===== config.mk =====
export PLATFORM = sky130hd
export DESIGN_NAME = gate_seq_top
export DESIGN_NICKNAME = d
export VERILOG_FILES = /design/src/rtl/gate_seq_pkg.sv /design/src/rtl/gate_seq_tracker.sv /design/src/rtl/gate_seq_ibuf.sv /design/src/rtl/gate_seq_pin.sv /design/src/rtl/gate_seq_top.sv
export SDC_FILE = /design/constraint.sdc
export NUM_CORES = 1
export LEC_CHECK = 0
export BUFFER_PORTS_ARGS = -buffer_cell sky130_fd_sc_hd__buf_2
export CAP_MARGIN = 15
export CORE_AREA = 2 2 48 50
export DETAILED_ROUTE_END_ITERATION = 10
export DIE_AREA = 0 0 50 52
export GPL_ROUTABILITY_DRIVEN = 0
export PLACE_DENSITY = 0.7
export SLEW_MARGIN = 10
export SYNTH_ARGS = -nofsm -noshare
export SYNTH_HDL_FRONTEND = slang
export SYNTH_SLANG_ARGS = --single-unit

===== constraint.sdc =====
create_clock -name clk -period 1.3 [get_ports clk]
set_input_delay 0.065 -clock clk [delete_from_list [all_inputs] [get_ports clk]]
set_output_delay 0.065 -clock clk [all_outputs]
set_load 0.05 [all_outputs]

===== src/rtl/gate_seq_pkg.sv =====
package gate_seq_pkg;
  typedef enum logic [1:0] {
    TRK_IDLE  = 2'd0,
    TRK_ARMED = 2'd1,
    TRK_DONE  = 2'd2
  } trk_state_t;
endpackage


===== src/rtl/gate_seq_tracker.sv =====
module gate_seq_tracker
  import gate_seq_pkg::*;
#(
  parameter int          DW        = 8,
  parameter logic [DW-1:0] OPEN_CODE = 8'hD1,
  parameter logic [DW-1:0] TAIL_CODE = 8'hFF
) (
  input  logic          clk,
  input  logic          rst,
  input  logic          en,
  input  logic          wr_en,
  input  logic          wr_cmd,
  input  logic [DW-1:0] wr_data,
  output logic          absorb,
  output logic          pin_load
);
  trk_state_t st, st_nx;
  logic is_open, is_tail;

  always_comb begin
    is_open  = wr_cmd && (wr_data == OPEN_CODE);
    is_tail  = wr_cmd && (wr_data == TAIL_CODE);
    pin_load = wr_en && en && !wr_cmd && (st == TRK_ARMED);
    absorb   = wr_en && en &&
               (is_open || pin_load || (is_tail && st == TRK_DONE));
  end

  always_comb begin
    st_nx = st;
    if (!en)               st_nx = TRK_IDLE;
    else if (wr_en) begin
      if (is_open)         st_nx = TRK_ARMED;
      else if (pin_load)   st_nx = TRK_DONE;
      else                 st_nx = TRK_IDLE;
    end
  end

  always_ff @(posedge clk) begin
    if (rst) st <= TRK_IDLE;
    else     st <= st_nx;
  end

  // a non-opening command while armed is never absorbed
  a_r8_abandon: assert property (@(posedge clk) disable iff (rst)
    (st == TRK_ARMED && wr_en && wr_cmd && wr_data != OPEN_CODE) |-> !absorb);
endmodule


===== src/rtl/gate_seq_ibuf.sv =====
module gate_seq_ibuf #(
  parameter int DW = 8
) (
  input  logic          clk,
  input  logic          rst,
  input  logic          push,
  input  logic          push_cmd,
  input  logic [DW-1:0] push_data,
  input  logic          pop,
  output logic [DW-1:0] data,
  output logic          full,
  output logic          is_cmd
);
  always_ff @(posedge clk) begin
    if (rst) begin
      data   <= '0;
      full   <= 1'b0;
      is_cmd <= 1'b0;
    end else if (push) begin
      data   <= push_data;
      is_cmd <= push_cmd;
      full   <= 1'b1;
    end else if (pop) begin
      full   <= 1'b0;
    end
  end

  // a read with no push clears the flag
  a_r10_pop_clears: assert property (@(posedge clk) disable iff (rst)
    (pop && !push) |=> !full);
  // a push always leaves the flag set
  a_r9_push_sets: assert property (@(posedge clk) disable iff (rst)
    push |=> full);
endmodule


===== src/rtl/gate_seq_pin.sv =====
module gate_seq_pin #(
  parameter logic PIN_RST = 1'b1
) (
  input  logic clk,
  input  logic rst,
  input  logic en,
  input  logic load,
  input  logic load_val,
  input  logic cpu_we,
  input  logic cpu_val,
  output logic pin
);
  always_ff @(posedge clk) begin
    if (rst)                pin <= PIN_RST;
    else if (en) begin
      if (load)             pin <= load_val;
    end else if (cpu_we)    pin <= cpu_val;
  end

  // a sequence data write lands on the pin one cycle later
  a_r4_pin_follows: assert property (@(posedge clk) disable iff (rst)
    (en && load) |=> pin == $past(load_val));
  // with the shortcut on, only a sequence load moves the pin
  a_r2_cpu_locked: assert property (@(posedge clk) disable iff (rst)
    (en && !load) |=> $stable(pin));
endmodule


===== src/rtl/gate_seq_top.sv =====
module gate_seq_top #(
  parameter int DW       = 8,
  parameter int PIN_BIT  = 1,
  parameter logic [DW-1:0] OPEN_CODE = 8'hD1,
  parameter logic [DW-1:0] TAIL_CODE = 8'hFF,
  parameter logic PIN_RST = 1'b1
) (
  input  logic          clk,
  input  logic          rst,
  input  logic          host_we,
  input  logic          host_is_cmd,
  input  logic [DW-1:0] host_data,
  input  logic          enable_cmd,
  input  logic          cpu_pin_we,
  input  logic          cpu_pin_val,
  input  logic          buf_rd,
  output logic [DW-1:0] ibuf_data,
  output logic          ibuf_full,
  output logic          ibuf_is_cmd,
  output logic          gate_pin,
  output logic          shortcut_on
);
  logic absorb, pin_load, push;

  always_ff @(posedge clk) begin
    if (rst)             shortcut_on <= 1'b0;
    else if (enable_cmd) shortcut_on <= 1'b1;
  end

  gate_seq_tracker #(.DW(DW), .OPEN_CODE(OPEN_CODE), .TAIL_CODE(TAIL_CODE)) u_trk (
    .clk(clk), .rst(rst), .en(shortcut_on), .wr_en(host_we),
    .wr_cmd(host_is_cmd), .wr_data(host_data),
    .absorb(absorb), .pin_load(pin_load)
  );

  assign push = host_we && !absorb;

  gate_seq_ibuf #(.DW(DW)) u_buf (
    .clk(clk), .rst(rst), .push(push), .push_cmd(host_is_cmd),
    .push_data(host_data), .pop(buf_rd),
    .data(ibuf_data), .full(ibuf_full), .is_cmd(ibuf_is_cmd)
  );

  gate_seq_pin #(.PIN_RST(PIN_RST)) u_pin (
    .clk(clk), .rst(rst), .en(shortcut_on), .load(pin_load),
    .load_val(host_data[PIN_BIT]), .cpu_we(cpu_pin_we),
    .cpu_val(cpu_pin_val), .pin(gate_pin)
  );

  // the enable is sticky until reset
  a_r1_sticky: assert property (@(posedge clk) disable iff (rst)
    shortcut_on |=> shortcut_on);
  // an opening command while enabled leaves the flag alone
  a_r5_open_quiet: assert property (@(posedge clk) disable iff (rst)
    (shortcut_on && host_we && host_is_cmd && host_data == OPEN_CODE && !buf_rd)
      |=> $stable(ibuf_full));
  // while disabled every write reaches the buffer
  a_r9_disabled_fwd: assert property (@(posedge clk) disable iff (rst)
    (!shortcut_on && host_we) |=> (ibuf_full && ibuf_data == $past(host_data)));
endmodule


-- Word-level counts from Yosys, hierarchy flattened
Cells that the tools add are included.
- equal/unequal tests: 5
- bitwise operators: 1
- muxes and demuxes: 7
- reduce and logical (&&, ||, !) cells: 16
- operators with widths (kind ; count):
    8-bit equality test (second input constant) ; 2
    1-bit logical AND ; 8
    1-bit 2-to-1 mux ; 5
    2-bit 2-to-1 mux ; 2
    2-bit nonzero test ; 2
    2-bit by 1-bit equality test with 1-bit output (second input constant) ; 1
    2-bit equality test (second input constant) ; 1
    1-bit zero test ; 2
    1-bit logical OR ; 2
    2-bit by 1-bit inequality test with 1-bit output (second input constant) ; 1
    2-bit AND reduction ; 1
    2-bit OR reduction ; 1
    1-bit NOT ; 1
- output and inout port bits: 12
- register bits: 14

-- Logic depth before layout (Yosys ltp)
Gate-level depths: netlist (run 1).
- depth after elaboration: 9
- depth in mapped cells: 6

-- Modules after synthesis
Synthesis (run 1) repeated with hierarchy kept, for this count alone.
- cells, all modules: 61
- area total of the unflattened synthesis: 594.3 sq um
- by module, submodules not included (module ; instances ; seq. area each (sq um) ; cells each ; area each (sq um)):
    gate_seq_ibuf ; 1 ; 200.2 ; 33 ; 355.3
    gate_seq_tracker ; 1 ; 40.0 ; 19 ; 137.6
    gate_seq_pin ; 1 ; 20.0 ; 6 ; 65.1
    gate_seq_top ; 1 ; 20.0 ; 3 ; 36.3

-- Worst setup path after synthesis (run 1)
Ideal clock, no wire load.
- path type: register to register
- from: reg shortcut_on
- to: reg u_buf.data[0]
- period minus slack after synthesis: 1736 ps
- arrival: 1615 ps
- stages on the path, launching flop included: 7
- buffers on the path: 2
- library setup time: 121 ps
- path slack: -436 ps
- cell sequence: dfxtp_1 -> buf_6 -> nand4_2 -> or2_0 -> buf_6 -> o2111ai_1 -> nand2_1
- cells in the longest elaborated chain, start to end: 8
- ends and longest elaborated chain (element ; line ; text):
    start, declared ; gate_seq_top.sv:21 ; output logic shortcut_on
    start signal, assigned ; gate_seq_top.sv:26 ; if (rst) shortcut_on <= 1'b0;
    start signal, assigned ; gate_seq_top.sv:27 ; else if (enable_cmd) shortcut_on <= 1'b1;
    1-bit logical AND * ; gate_seq_tracker.sv:23, gate_seq_tracker.sv:24 ;
    1-bit logical AND (2 in series) ; gate_seq_tracker.sv:23 ; pin_load = wr_en && en && !wr_cmd && (st == TRK_ARMED);
    1-bit logical OR (2 in series) ; gate_seq_tracker.sv:25 ; (is_open || pin_load || (is_tail && st == TRK_DONE));
    1-bit logical AND * ; gate_seq_tracker.sv:24 ; absorb = wr_en && en &&
    1-bit zero test * ; gate_seq_top.sv:36 ; assign push = host_we && !absorb;
    1-bit logical AND * ; gate_seq_top.sv:36 ;
    end signal, assigned ; gate_seq_ibuf.sv:20 ; data <= push_data;
    end, declared ; gate_seq_ibuf.sv:10 ; output logic [DW-1:0] data,
Every way passes the cells marked *; elsewhere a longest branch is shown, timed or not.
A chain may end at the register's enable or synchronous reset.

-- Worst setup path in the final report (run 1)
- from: reg shortcut_on
- to: reg u_buf.data[4]
Same word-level chain as after synthesis.

==> out/results.tsv, run 1 <==
metric	value	unit
first_global_vias	820	
nets	135	
grt_usage	18.84	%
final-hold-violation-count	0	
htree_levels	1	
p_per_area	951.2	mW/mm^2
yosysTopAreaCellShare	33.58	%
port-buffer-count	27	
vdd_drop_max	0.6053	mV
cts_made_buffers	3	
synth_edf_count	0	
postCtsSetupBuffers	0	
relSlewSlack	56.42	%
ys_top_cells_by_area	dfxtp_1, a32oi_1, nor4b_1	
cap_violations	0	
cp_cell_sequence	nand4_4, or2_1, o2111ai_1, nand2_1	
rsz0062_at_grt	true	
start_util	39.63	%
crit_path_end_kind	flop	
yosys.area.top_type	dfxtp_1	
die-height	52	um
drive_gt1_share	44.07	%
syn_area_per_cell	9.377	um^2
crit_fanout	10	
first_pass_iters	4	
setup_violations	0	
areaGrowthSynthToFinish	31.48	%
yosys.cell_types.count	27	
syn_nets	105	
tightest_slew	653.0	ps
synth_cells	89	
path_class	reg -> reg	
avgViaCountPerCell	6.041	
cpMaxStageDelayCell	dfxtp_4	
clock.fmax	0.7870	GHz
finalMaxSlewViolations	0	
power_leakage	0.4495	nW
synth_warnings	0	
n_antenna_cell	0	
drt_iter0_markers	17	
synth_seq_cells	14	
grt_pass1_wl	3.712	mm
wl_per_cell	15.35	um
grt.overflow.total	0	
rows	17	
clockRootBuffer	clkbuf_4	
insertion_delay	280	ps
yosysSeqAreaShare	33.58	%
min_period	1271	ps
fin_setup_tns	0	ps
core	0.002106	mm^2
max_stage_delay	380	ps
critPathRequiredTime	1480	ps
design.die.area	0.002600	mm^2
startpoint_type	flop	
drc_errors	0	
dp_hpwl	1.433	mm
holdCritPathClass	in -> reg	
floorplan.die.width	50	um
tritoncts	built	
grt_max_degree	21	
critical_path_arrival	1450	ps
postRouteAntennaNets	0	
cts_sinks	14	
antenna_found_initial	0	
clk_pin_slew	90	ps
clk_path_buf_depth	2	
fin_skew	0.4127	ps
drt-total-wl	2.241	mm
status	complete, no violations	
finalCritPeriodShare	97.74	%
synth-async-reset-ratio	0	%
pin_count	28	
synth.cell_area	834.6	um^2
hold_ws	42.20	ps
vias	882	
synth-main-ff-cell	dfxtp_1	
[cell type report]
cell class	count	area [um^2]
multi-input cells	66	556.8
well taps	28	35.03
fillers	184	1008
clock buffers	4	36.28
repair buffers	32	175.2
inverters	2	7.507
flip-flops and latches	14	286.5
[critical path: cells and delay by family (launching register included)]
| kind | cells | cell delay [ps] |
|---|---|---|
| DFF | 1 | 380 |
| and+or+nand+nor | 3 | 500 |
| AOI/OAI and AO/OA | 1 | 280 |
[per-layer routing]
layer / global-route usage, % / up-vias / part of all wire [%]
met2: 33.99 / 39 / 51
met3: 3.736 / 9 / 6.1
met4: 6.944 / 0 / 1.9
li1: - / 415 / -
met5: 0 / - / 0
met1: 21.89 / 419 / 41
[synthesized netlist by cell type, types with 2 or more instances]
library cell,count
dfxtp_1,14
nand2_1,14
a32oi_1,9
nor4b_1,9
o2111ai_1,9
nor2_1,4
a21oi_1,3
clkbuf_8,3
buf_6,2
clkbuf_1,2
inv_1,2
mux2i_1,2
nand2b_1,2
[logic make-up after synthesis]
group,after synthesis,synth area share [%]
simple gates,36,26.39
compound gates,26,25.79
buf+inv,10,10.50
mux,3,3.748
flops,14,33.58
[repair_timing]
item	CTS	global route
hold buffers	1	0
endpoints found under the hold margin	1	0
endpoints found under the setup margin	10	11
gates cloned	0	1
resized for setup	4	9
pin swaps	0	4
[sequential cells by signal (all words and copies together) (netlist names)]
register,flops
u_pin.pin,1
u_buf.is_cmd,1
shortcut_on,1
u_buf.full,1
u_buf.data,8
u_trk.st,2
[through the flow]
| step | std cells | area (um^2) | total power [mW] | worst slack [ps] | util (%) |
|---|---|---|---|---|---|
| after floorplan | 89 | 849.6 | 0.6447 | -120.0 | - |
| after global placement | 140 | 969.7 | 0.7094 | -25.03 | 46.05 |
| after detailed placement | 140 | 969.7 | 0.7118 | -74.67 | 46.05 |
| after CTS | 145 | 1041 | 1.033 | 3.387 | 49.44 |
| after global routing | 146 | 1097 | 1.094 | -28.94 | 52.11 |
| final | 146 | 1097 | 1.044 | 29.35 | 52.11 |
[path summary, 6_finish.rpt]
path,startpoint,depth (start not counted),slack (ps),to
worst max-delay path,shortcut_on,4,30,u_buf.data[4]
worst min-delay path,buf_rd,3,40,u_buf.full
worst max register to register,shortcut_on,4,30,u_buf.data[4]
worst min register to register,u_buf.full,2,480,u_buf.full
[report_power, final]
| group | switching, mW | total [mW] | internal [mW] | leakage, nW |
|---|---|---|---|---|
| Combinational | 0.177 | 0.256 | 0.0799 | 0.312 |
| Sequential | 0.0157 | 0.467 | 0.451 | 0.117 |
| Clock | 0.150 | 0.321 | 0.171 | 0.0210 |
[cell usage in the layout, fill, tap and decap left out, drive strengths merged]
cell type,n
a21oi,3
a31o,1
a31oi,1
a32oi,9
and4b,1
buf,31
clkbuf,4
dfxtp,14
dlygate4sd3,1
inv,2
mux2,1
mux2i,2
nand2,14
nand2b,2
nand4,2
nor2,4
nor4,1
nor4b,9
nor4bb,1
o2111ai,9
o21a,1
o21ai,3
or2,1
or2b,1
Power figures use the tool's default switching activity.
==> inputs of run 2 (changes only) <==
Settings changed: PLACE_DENSITY 0.7 to 0.76.
==> out/results.tsv, run 2 (synthesized netlist as in run 1, its figures left out) <==
metric	value	unit	change
status	complete, no violations		
clk_pin_slew	90	ps	about the same
cts_made_buffers	3		unchanged
fin_skew	5.441	ps	+5.029 ps
design.die.area	0.002600	mm^2	unchanged
areaGrowthSynthToFinish	31.48	%	unchanged
floorplan.die.width	50	um	unchanged
pin_count	28		unchanged
layoutNonFillerInstCount	148		+1.4%
first_global_vias	764		-6.8%
grt.overflow.total	0		unchanged
port-buffer-count	27		unchanged
grt_max_degree	21		unchanged
tritoncts	built		
min_period	1294	ps	+23.37 ps
clock.fmax	0.7728	GHz	-1.8%
setup_violations	0		unchanged
postCtsSetupBuffers	0		unchanged
power_leakage	0.4497	nW	about the same
clockRootBuffer	clkbuf_4		
postRouteAntennaNets	0		unchanged
multi_input_area	530.5	um^2	-4.7%
startpoint_type	flop		
final_common_cell	buf_2		
vias	875		-0.79%
pwr-share-clk	31.0	%	+0.3 points
stdcell_area	0.001097	mm^2	unchanged
finalCritPeriodShare	99.54	%	+1.8 points
tightest_slew	640.5	ps	-12.51 ps
dpl_worst_slack	-21.61	ps	+53.06 ps
cap_violations	0		unchanged
die-height	52	um	unchanged
clk_path_buf_depth	2		unchanged
drc_errors	0		unchanged
core	0.002106	mm^2	unchanged
timing.final.ws_setup	5.973	ps	-23.37 ps
critical_path_arrival	1480	ps	+30 ps
drive_gt1_share	45.83	%	+1.8 points
internal-power	705.1	uW	+0.50%
insertion_delay	290	ps	about the same
top_register	u_buf.data		
path_class	reg -> reg		
placed_cells	143		+2.1%
rsz0062_at_grt	true		
htree_levels	1		unchanged
regArea	286.5	um^2	unchanged
start_util	39.63	%	unchanged
avgViaCountPerCell	5.912		-2.1%
cts_sinks	14		unchanged
grt_pass1_wl	3.284	mm	-12%
drt-total-wl	2.106	mm	-6.0%
comb_power_share	24.4	%	-0.2 points
reg_top3	u_buf.data x8, u_trk.st x2		
finalMaxSlewViolations	0		unchanged
n_antenna_cell	0		unchanged
fillers	208		+13%
rows	17		unchanged
grt_usage	17.01	%	-1.8 points
vdd_drop_max	0.6246	mV	+3.2%
critPathRequiredTime	1480	ps	about the same
holdCritPathClass	in -> reg		
wl_per_cell	14.23	um	-7.3%
p_sw	339.9	uW	-0.67%
final-hold-violation-count	0		unchanged
swShare	32.52	%	-0.26 points
crit_fanout	8		-2
power.total	1.045	mW	+0.12%
nets	137		+1.5%
antenna_found_initial	0		unchanged
drt_iter0_markers	14		-3
first_pass_iters	4		unchanged
pwr-share-seq	44.6	%	about the same
place_area	992.2	um^2	+2.3%
largest_reg_flops	8		unchanged
relSlewSlack	57.25	%	+0.83 points
dp_hpwl	1.474	mm	+2.9%
crit_path_end_kind	flop		
most-common-layout-cells	buf_2, nand2_1, dfxtp_1		
hold_ws	46.56	ps	+4.361 ps
p_per_area	952.4	mW/mm^2	+0.12%
==> run 2: what timing repair did <==
action,in CTS,in global routing
setup endpoints to repair,8,11
endpoints found under the hold margin,1,0
gates resized for setup,3,10
hold buffers,1,0
pin swaps,0,2
==> run 2: power groups by stage <==
stage | logic (mW) | registers [mW] | clock network (mW)
global placement | 0.239 | 0.475 | 0
global route | 0.273 | 0.469 | 0.349
CTS | 0.245 | 0.465 | 0.330
detailed placement | 0.241 | 0.475 | 0
finish | 0.255 | 0.466 | 0.324
floorplan | 0.0913 | 0.553 | 0
==> run 2: critical path: stages (launching register included) <==
cell and delay (ps):
dfxtp_2 340, and4b_2 320, a31oi_4 100, buf_6 170, o2111ai_1 190, nand2_1 70
==> run 2: metrics by stage <==
| stage | setup TNS [ps] | util, % |
|---|---|---|
| after floorplan | -1193 | - |
| after global placement | 0 | 47.12 |
| final | 0 | 52.11 |
| after CTS | 0 | 49.67 |
| after global routing | -233.8 | 52.11 |
| after detailed placement | -47.55 | 47.12 |
==> run 2: path summary, 6_finish.rpt <==
kind | endpoint | cells past startpoint | slack, ps | from
worst max-delay path | u_buf.data[3] | 5 | 6 | u_trk.st[0]
worst min-delay path | u_buf.full | 3 | 50 | buf_rd
worst max register to register | u_buf.data[3] | 5 | 6 | u_trk.st[0]
worst min register to register | u_buf.full | 2 | 480 | u_buf.full
==> run 2: layout make-up <==
class / instances / area share [%]
inverter: 2 / 0.6842
multi-input combinational: 65 / 48.35
timing repair buffer: 35 / 18.36
sequential: 14 / 26.11
tap: 28 / 3.193
clock buffer: 4 / 3.307
==> run 2: per-layer routing <==
| metal | share of wire (%) | wire length (um) | track usage [%] |
|---|---|---|---|
| met1 | 43 | 903 | 21.55 |
| met2 | 49 | 1037 | 26.54 |
| met3 | 6.3 | 132 | 3.161 |
| met4 | 1.5 | 32 | 10.65 |
| met5 | 0 | 0 | 0 |
==> inputs of run 3 (changes only) <==
Settings changed: ABC_AREA from default to 1, CORE_AREA 2 2 48 50 to 2 2 45 47, DIE_AREA 0 0 50 52 to 0 0 47 49, PLACE_DENSITY 0.76 to 0.77.
Clock period 1.3 ns to 1.1 ns, I/O delays scaled along.
==> out/results.tsv, run 3 <==
metric	value	unit	change
path_class	reg -> reg		
drc_errors	0		unchanged
clk_path_buf_depth	2		unchanged
ys_top_cells_by_area	dfxtp_1, nand2_1, a21oi_2		
cap_violations	0		unchanged
p_per_area	1232	mW/mm^2	+29%
synthMuxAreaShare	0	%	-3.7 points
min_period	1148	ps	-145.6 ps
drt-total-wl	1.725	mm	-18%
hold-path-cell-count	4		+1
yosys.area_share.adder	0	%	unchanged
cts_made_buffers	3		unchanged
critPathRequiredTime	1300	ps	-180 ps
start_util	39.06	%	-0.57 points
stdcell_area	0.001026	mm^2	-6.5%
vdd_drop_max	0.7875	mV	+26%
timing.final.ws_setup	-48.47	ps	-54.44 ps
rsz0062_at_grt	true		
final-hold-violation-count	0		unchanged
dp_hpwl	1.202	mm	-18%
core	0.001842	mm^2	-13%
avgViaCountPerCell	4.607		-22%
clockRootBuffer	clkbuf_4		
nets	158		+15%
holdPathEnd	u_buf.full		
wl_per_cell	10.27	um	-28%
synth.most_common_cell	nand2_1		
synth.cell_area	719.4	um^2	-14%
r2r-end	u_buf.data[2]		
reg_top3	u_buf.data x8, u_trk.st x2		
first_pass_iters	5		+1
largest_reg_flops	8		unchanged
finalCritPeriodShare	104.4	%	+4.9 points
floorplan.die.width	47	um	-6.0%
synth_top_family_by_area	simple AND/OR/NAND/NOR gates		
antenna_found_initial	0		unchanged
top_register	u_buf.data		
syn_nets	120		+14%
finalMaxSlewViolations	0		unchanged
grt.overflow.total	0		unchanged
yosys.area.top_type	dfxtp_1		
vias	774		-12%
ys_top_cells_by_count	nand2_1, nor2_1, dfxtp_1		
synth_warnings	0		unchanged
synth_cells	104		+17%
synth-async-reset-ratio	0	%	unchanged
insertion_delay	290	ps	about the same
syn_area_per_cell	6.918	um^2	-26%
design.die.area	0.002303	mm^2	-11%
fin_skew	8.412	ps	+2.971 ps
setup_violations	10		+10
grt_max_degree	22		+4.8%
synth-main-ff-cell	dfxtp_1		
tightest_slew	280.2	ps	-360.3 ps
synth_compound_area_share	14.78	%	-11 points
relSlewSlack	81.21	%	+24 points
synthXorXnorAreaFrac	0	%	unchanged
drive_gt1_share	41.13	%	-4.7 points
yosys.cell_types.count	17		-37%
yosysSeqAreaShare	38.96	%	+5.4 points
areaGrowthSynthToFinish	42.61	%	
rows	16		-1
crit_path_end_kind	flop		
hold_ws	17.10	ps	-29.46 ps
port-buffer-count	27		unchanged
final_common_cell	buf_2		
synth_edf_count	0		unchanged
drt_iter0_markers	19		+5
die-height	49	um	-5.8%
place_area	918.4	um^2	-7.4%
synth_seq_cells	14		unchanged
startpoint_type	flop		
yosysTopAreaCellShare	38.96	%	+5.4 points
grt_usage	16.52	%	-0.49 points
power.total	1.264	mW	+21%
holdCritPathClass	in -> reg		
grt_pass1_wl	2.849	mm	-13%
hold_start	buf_rd		
tritoncts	built		
most-common-layout-cells	buf_2, nand2_1, nor2_1		
critical_path_arrival	1350	ps	-130 ps
power_leakage	0.5293	nW	+18%
r2r_setup_slack	-50	ps	-50 ps
clock.fmax	0.8707	GHz	+13%
clk_pin_slew	90	ps	about the same
postRouteAntennaNets	0		unchanged
rr_worst_depth	7		+2
violations	negative setup slack		
n_antenna_cell	0		unchanged
crit_fanout	9		+1
reg2reg_from	u_trk.st[0]		
synth-simple-area-share	35.65	%	+9.3 points
cts_sinks	14		unchanged
first_global_vias	729		-4.6%
pin_count	28		unchanged
status	complete, but fails checks		
htree_levels	1		unchanged
## run 3: area by class of cell
type	count	area [um^2]
tap	27	33.78
inverter	15	56.30
fill	191	815.8
sequential	14	286.5
timing repair buffer	35	202.7
multi-input combinational	73	410.4
clock buffer	4	36.28
## run 3: worst max path at each step
| stage | start | end | slack (ps) | cells after the start |
|---|---|---|---|---|
| after detailed placement | u_trk.st[1] | u_buf.data[0] | -80 | 6 |
| after global placement | u_trk.st[1] | u_buf.data[0] | -40 | 6 |
| final | u_trk.st[0] | u_buf.data[2] | -50 | 7 |
| after global routing | u_trk.st[1] | u_buf.data[2] | -130 | 8 |
| after CTS | u_trk.st[1] | u_buf.data[0] | -40 | 7 |
| after floorplan | shortcut_on | u_buf.data[0] | -90 | 6 |
## run 3: where the power goes
part	switching, mW	leakage [nW]	internal (mW)
logic	0.216	0.391	0.105
registers	0.0203	0.118	0.538
clock network	0.183	0.0210	0.202
## run 3: what timing repair did
action,in CTS,in global routing
pin swaps,0,2
hold endpoints to repair,2,0
setup endpoints to repair,11,11
gates resized for setup,6,1
gates cloned,0,1
buffers inserted,0,1
hold buffers,2,0
## run 3: cells by family after synthesis
| group | count (synthesis) |
|---|---|
| buf+inv | 18 |
| simple gates | 58 |
| flops | 14 |
| compound gates | 14 |
## run 3: worst max-delay path: stages, from the launching register on
cell and delay, ps:
dfxtp_2 330, buf_4 140, nand4_4 100, nand3_4 150, nand2_8 150, nand3_1 80, nand2_1 70, nor2_1 40
## run 3: stage by stage
step | util, % | setup slack [ps] | std cells | TNS (ps)
floorplan | - | -93.69 | 104 | -887.3
global placement | 49.86 | -42.73 | 160 | -362.0
detailed placement | 49.86 | -76.71 | 160 | -658.5
CTS | 54.21 | -37.16 | 166 | -276.7
global route | 55.71 | -131.4 | 168 | -1192
finish | 55.71 | -48.47 | 168 | -337.0
## run 3: metal layers
metal  global-route usage (%)  wire (um)  vias to the layer above
li1                         -          -                      401
met1                    20.27        786                      336
met2                    27.63        811                       37
met3                    6.667        127                        0
met4                    1.389          0                        0
met5                        0          0                        -
